<file path="config.mk">
export PLATFORM = sky130hd
export DESIGN_NAME = hazard_resolver
export DESIGN_NICKNAME = d
export VERILOG_FILES = /design/src/rtl/hzd_pkg.sv /design/src/rtl/hzd_src_match.sv /design/src/rtl/hzd_src_policy.sv /design/src/rtl/hzd_sel_reg.sv /design/src/rtl/hazard_resolver.sv
export SDC_FILE = /design/constraint.sdc
export NUM_CORES = 1
export LEC_CHECK = 0
export BUFFER_PORTS_ARGS = -buffer_cell sky130_fd_sc_hd__buf_2
export CAP_MARGIN = 20
export CORE_MARGIN = 2
export CORE_UTILIZATION = 43
export CTS_CLUSTER_DIAMETER = 40
export CTS_CLUSTER_SIZE = 14
export DETAILED_ROUTE_END_ITERATION = 10
export GPL_TIMING_DRIVEN = 0
export PLACE_DENSITY = 0.83
export SYNTH_ARGS = -nofsm -noshare
export SYNTH_HDL_FRONTEND = slang
export SYNTH_HIERARCHICAL = 1
export SYNTH_SLANG_ARGS = --single-unit
</file>
<file path="constraint.sdc">
create_clock -name clk -period 6.6 [get_ports clk]
set_input_delay 1.65 -clock clk [delete_from_list [all_inputs] [get_ports clk]]
set_output_delay 1.65 -clock clk [all_outputs]
set_load 0.02 [all_outputs]
</file>
<file path="src/rtl/hzd_pkg.sv">
`timescale 1ns/1ps
// Shared types for the hazard resolver.
// Assumes: two-bit select encoding consumed by the execute-stage operand muxes.
package hzd_pkg;

    // Operand source chosen for the execute stage
    typedef enum logic [1:0] {
        FWD_RF  = 2'd0,   // value read from the register file in decode
        FWD_EXM = 2'd1,   // execute/memory pipeline result register
        FWD_MWB = 2'd2,   // memory/writeback pipeline register (ALU or load data)
        FWD_WBH = 2'd3    // held copy of the last writeback data
    } fwd_sel_e;

    // Which older stages hold a writer of a given source register
    typedef struct packed {
        logic ex;
        logic mem;
        logic wb;
    } stage_hit_t;

endpackage

</file>
<file path="src/rtl/hzd_src_match.sv">
`timescale 1ns/1ps
// Compares one decode source index against the three older destinations.
// Assumes: index 0 is the hard-wired zero register and is never a dependency;
// a stage only counts as a writer when its write-enable is high.
module hzd_src_match #(
    parameter int AW = 5
) (
    input  logic [AW-1:0]      src_idx,
    input  logic               src_use,
    input  logic [AW-1:0]      ex_dst,
    input  logic               ex_wr,
    input  logic [AW-1:0]      mem_dst,
    input  logic               mem_wr,
    input  logic [AW-1:0]      wb_dst,
    input  logic               wb_wr,
    output hzd_pkg::stage_hit_t hit
);

    logic src_live;

    // A source participates only if it is read and is not the zero register
    always_comb src_live = src_use && (src_idx != '0);

    // Per-stage equality against enabled writers
    always_comb begin
        hit.ex  = src_live && ex_wr  && (ex_dst  == src_idx);
        hit.mem = src_live && mem_wr && (mem_dst == src_idx);
        hit.wb  = src_live && wb_wr  && (wb_dst  == src_idx);
    end

endmodule

</file>
<file path="src/rtl/hzd_src_policy.sv">
`timescale 1ns/1ps
// Turns the stage hits of one operand into a stall request and a select.
// Assumes: BYPASS=0 means no forwarding network; WB_SAME_CYCLE=1 means the
// register file returns a value written in the same cycle to a decode read.
module hzd_src_policy #(
    parameter bit BYPASS        = 1'b1,
    parameter bit WB_SAME_CYCLE = 1'b1
) (
    input  hzd_pkg::stage_hit_t hit,
    input  logic                ex_ld,
    output logic                need_stall,
    output logic [1:0]          sel_next
);

    import hzd_pkg::*;

    logic wb_blocks;
    logic interlock_stall;
    logic load_use_stall;
    logic [1:0] bypass_sel;

    // A writeback match needs action only if decode cannot see that write
    always_comb wb_blocks = hit.wb && !WB_SAME_CYCLE;

    // Interlock-only: wait until the producer has left every stage still ahead
    always_comb interlock_stall = hit.ex || hit.mem || wb_blocks;

    // Bypass: only a load in execute cannot feed the next cycle
    always_comb load_use_stall = hit.ex && ex_ld;

    // Youngest producer wins: execute, then memory, then writeback
    always_comb begin
        if (hit.ex)
            bypass_sel = FWD_EXM;
        else if (hit.mem)
            bypass_sel = FWD_MWB;
        else if (wb_blocks)
            bypass_sel = FWD_WBH;
        else
            bypass_sel = FWD_RF;
    end

    // Pick the variant fixed by the mode parameter
    generate
        if (BYPASS) begin : g_bypass
            always_comb need_stall = load_use_stall;
            always_comb sel_next   = bypass_sel;
        end else begin : g_interlock
            logic unused_bypass;
            always_comb unused_bypass = load_use_stall ^ (^bypass_sel);
            always_comb need_stall = interlock_stall;
            always_comb sel_next   = FWD_RF;
        end
    endgenerate

endmodule

</file>
<file path="src/rtl/hzd_sel_reg.sv">
`timescale 1ns/1ps
// Registers the operand selects into the decode/execute boundary.
// Assumes: a stall sends a bubble into execute, which reads nothing, so its
// selects are cleared; synchronous active-low reset.
module hzd_sel_reg #(
    parameter int NSRC = 2,
    localparam int SW  = 2 * NSRC
) (
    input  logic          clk,
    input  logic          rst_n,
    input  logic          stall,
    input  logic [SW-1:0] sel_next,
    output logic [SW-1:0] sel_q
);

    // Capture next-cycle selects, or clear them for a bubble or reset
    always_ff @(posedge clk) begin
        if (!rst_n)
            sel_q <= '0;
        else if (stall)
            sel_q <= '0;
        else
            sel_q <= sel_next;
    end

endmodule

</file>
<file path="src/rtl/hazard_resolver.sv">
`timescale 1ns/1ps
// Decode-stage hazard resolver for a five-stage integer pipeline.
// Compares every decode source with the execute, memory and writeback
// destinations, raises stall/bubble when a value cannot reach execute in time,
// and otherwise produces registered operand selects used in execute.
// Assumes: caller freezes PC and fetch/decode on stall_o and loads a bubble
// into decode/execute on bubble_o.
module hazard_resolver #(
    parameter int AW            = 5,
    parameter int NSRC          = 2,
    parameter bit BYPASS        = 1'b1,
    parameter bit WB_SAME_CYCLE = 1'b1,
    localparam int SW           = 2 * NSRC
) (
    input  logic               clk,
    input  logic               rst_n,
    input  logic [NSRC*AW-1:0] dec_src_idx,
    input  logic [NSRC-1:0]    dec_src_use,
    input  logic [AW-1:0]      ex_dst,
    input  logic               ex_wr,
    input  logic               ex_ld,
    input  logic [AW-1:0]      mem_dst,
    input  logic               mem_wr,
    input  logic [AW-1:0]      wb_dst,
    input  logic               wb_wr,
    output logic               stall_o,
    output logic               bubble_o,
    output logic [SW-1:0]      fwd_sel_o
);

    import hzd_pkg::*;

    stage_hit_t        hits   [NSRC];
    logic [NSRC-1:0]   src_stall;
    logic [SW-1:0]     sel_next;
    logic              stall_any;

    // One matcher and one policy per source operand
    generate
        for (genvar k = 0; k < NSRC; k++) begin : g_src
            hzd_src_match #(.AW(AW)) u_match (
                .src_idx (dec_src_idx[k*AW +: AW]),
                .src_use (dec_src_use[k]),
                .ex_dst  (ex_dst),
                .ex_wr   (ex_wr),
                .mem_dst (mem_dst),
                .mem_wr  (mem_wr),
                .wb_dst  (wb_dst),
                .wb_wr   (wb_wr),
                .hit     (hits[k])
            );

            hzd_src_policy #(
                .BYPASS        (BYPASS),
                .WB_SAME_CYCLE (WB_SAME_CYCLE)
            ) u_policy (
                .hit        (hits[k]),
                .ex_ld      (ex_ld),
                .need_stall (src_stall[k]),
                .sel_next   (sel_next[2*k +: 2])
            );
        end
    endgenerate

    // Any blocked operand holds the whole decode instruction
    always_comb stall_any = |src_stall;

    // Freeze front end and feed a bubble into execute on the same condition
    always_comb begin
        stall_o  = stall_any;
        bubble_o = stall_any;
    end

    hzd_sel_reg #(.NSRC(NSRC)) u_sel_reg (
        .clk      (clk),
        .rst_n    (rst_n),
        .stall    (stall_any),
        .sel_next (sel_next),
        .sel_q    (fwd_sel_o)
    );

endmodule

</file>
== Word-level counts from Yosys, hierarchy flattened ==
Index checks and enable logic that the tools add are counted.
Storage, ports and cells
  bits in registers: 4
  ROM bits: 0
  memories: 0
  bits in latches: 0
  bits in writable memories: 0
  output and inout port bits: 6
Cells by class
  multiply operators: 0
  bitwise gates (word level): 1
  $add $sub $neg: 0
  equality and inequality tests: 4
  div/mod/pow operators: 0
  muxes and demuxes: 4
  reductions and logical operators: 18
  magnitude comparators: 0
  shifts and indexed selects: 0
Operators with widths (count)
  $eq A5 B5 Y1: 4
  $logic_and A1 B1 Y1: 12
  $reduce_bool A5 Y1: 2
  $reduce_or A4 Y1: 2
  $mux W2: 2
  $reduce_or A3 Y1: 1
  $mux W1: 2
  $reduce_or A2 Y1: 1
  $not A1 Y1: 1

== Logic depth before layout (Yosys ltp) ==
  word-level depth: 6
  mapped depth: 6
  depth with buffers taken out: 6

== Modules after synthesis ==
The synthesis kept the hierarchy.
By module, submodules not included
  hzd_src_match: instances 2, cells each 26, seq. area each 0.0 um^2, area an instance 192.7 um^2
  hzd_sel_reg: instances 1, cells each 8, seq. area each 80.1 um^2, area an instance 115.1 um^2
  hzd_src_policy: instances 2, cells each 3, seq. area each 0.0 um^2, area an instance 23.8 um^2
  hazard_resolver: instances 1, cells each 2, seq. area each 0.0 um^2, area an instance 13.8 um^2

== Worst setup path before layout ==
No wires, ideal clock.
  path kind: input to output
  start point: input port dec_src_idx[6]
  end point: output port stall_o
  data arrival time: 3.127 ns
  setup slack: 1.823 ns
  stages: 6
  data required time: 4.950 ns
  path buffers: 1
  cell sequence: or4_1 o21ai_2 nor3_1 and2_2 or2_1 buf_4
RTL lines
  from (decl): line hazard_resolver.sv:17  | input logic [NSRC*AW-1:0] dec_src_idx,
  to (decl): line hazard_resolver.sv:26  | output logic stall_o,

==> impl_metrics.yaml <==
outcome:
  outcome: "finished, final reports clean"
clock_network:
  cts_root_buffer: "clkbuf_2"
  htree_num_levels: 1
  cts_sinks: 4
  path_clk_slew_ns: 0.05
  clk_path_buf_depth: 2
  cts_inserted_buffers: 3
  postCtsSetupBuffers: 0
  holdBufCountCts: 0
  cts_tree: "yes"
  cts_resized: 0
finish:
  fill_cells: 84
  nets: 122
  drive_above_1_share_pct: 50.6
  finalNonFillerCells: 100
  regMostFlops: "u_sel_reg/sel_q"
  final_cell_area_um2: 636
  largest_reg_flops: 4
  n_antenna_cell: 0
  utilization_pct: 66.9
  area_growth_pct: 43.1
  reg_top3: "u_sel_reg/sel_q x4"
route:
  via_count: 482
  dr.pass1.iters: 3
  wl_um: 965
  first_iter_violations: 1
  drc: 0
  postRouteAntennaNets: 0
  via_per_inst: 4.82
  wl_per_cell_um: 9.65
sta:
  max_freq_mhz: 202
  finalHoldViolations: 0
  setup_violations: 0
  period_needed_ns: 4.95
  rsz0062_at_grt: "false"
  slew_headroom_pct: 79.5
  setup_ws_ns: 1.65
  min_period_over_period_pct: 74.9
  worst_slew_pin_slew_ns: 0.306
  slew_violations: 0
  finalSetupTns_ns: 0
yosys:
  ys_warn_count: 6
  synth_cells: 52
  syn_avg_cell_area_um2: 8.54
  syn-cell-area_um2: 444
  syn-num-nets: 85
die:
  dieArea_mm2: 0.00131
  rows: 11
  die_y_um: 36.1
  fp.dieW_um: 36.1
  ios: 39
  initial_utilization_pct: 46.8
  core_area_um2: 950
global_route:
  antenna_found_initial: 0
  grt.overflow.total: 0
  grt_max_degree: 7
  grt_pass1_vias: 480
  grt_pass1_wl_mm: 1.62
  grt_use_total_pct: 17.2
placement:
  place.gp.congestion: 0.730
  placedInstanceArea_um2: 621
  dp_cells: 97
  hpwl_um: 897
  pre_cts_ws_ns: 1.64
  portBuffers: 32
min_path:
  hold_path_class: "in2reg"
pwr:
  power_leakage_nw: 0.307
  power_density_mw_per_mm2: 117
  vdd_drop_max_uv: 43.7
setup_path:
  arrival_ns: 3.30
  crit_path_start_kind: "primary input"
  end_kind: "output pin"
  critPathRequiredTime_ns: 4.95
  crit_type: "in2out"
  critPathMaxFanout: 6
flow_run:
  drv_cap: 0
[power by group]
| group | internal (mW) | switching, mW |
|---|---|---|
| sequential | 0.0244 | 0.0000257 |
| combinational | 0.0155 | 0.0126 |
| clock | 0.0122 | 0.00933 |
| total | 0.0522 | 0.0219 |
[worst max-delay path, stage by stage]
cell     delay (ns)
buf_2          0.13
or4_1          0.53
o21ai_2        0.14
nor3_1         0.09
and2_2         0.18
or2_1          0.28
buf_4          0.15
buf_2          0.15
[final timing paths]
kind / cells past startpoint / to / from / slack (ns)
worst max-delay path: 8 / stall_o / dec_src_idx[6] / 1.65
worst min-delay path: 2 / u_sel_reg/sel_q[2] / rst_n / 1.72
[metrics by stage]
stage / hold slack, ns / power [mW]
2_1_floorplan: 1.81 / 0.0391
3_3_place_gp: 1.92 / 0.0525
3_5_place_dp: 1.93 / 0.0532
4_1_cts: 1.71 / 0.0758
5_1_grt: 1.73 / 0.0787
6_report: 1.72 / 0.0741
[layout make-up]
cell class	count	area, um2	area share, %
flip-flops and latches	4	80.1	12.6
repair buffers	32	160	25.2
well taps	13	16.3	2.56
plain buffers	3	22.5	3.54
clock buffers	3	15.0	2.36
multi-input cells	45	342	53.7
[cell usage in the layout, fill, tap and decap left out]
master,instances
and2_2,2
dfxtp_1,4
nand2_1,4
and3b_1,4
and2b_2,2
nand4_1,4
xnor2_1,20
o21ai_2,2
or2_1,1
buf_2,32
buf_4,3
clkbuf_2,3
nor3_1,4
or4_1,2
[routing by layer]
| metal | track usage, % | vias to the layer above | routed length [um] |
|---|---|---|---|
| met5 | 0 | - | 0 |
| li1 | - | 249 | - |
| met1 | 14.7 | 208 | 357 |
| met3 | 1.88 | 0 | 77 |
| met4 | 8.65 | 0 | 0 |
| met2 | 36.8 | 25 | 530 |
Note: power is estimated with default switching activity, not from simulation.
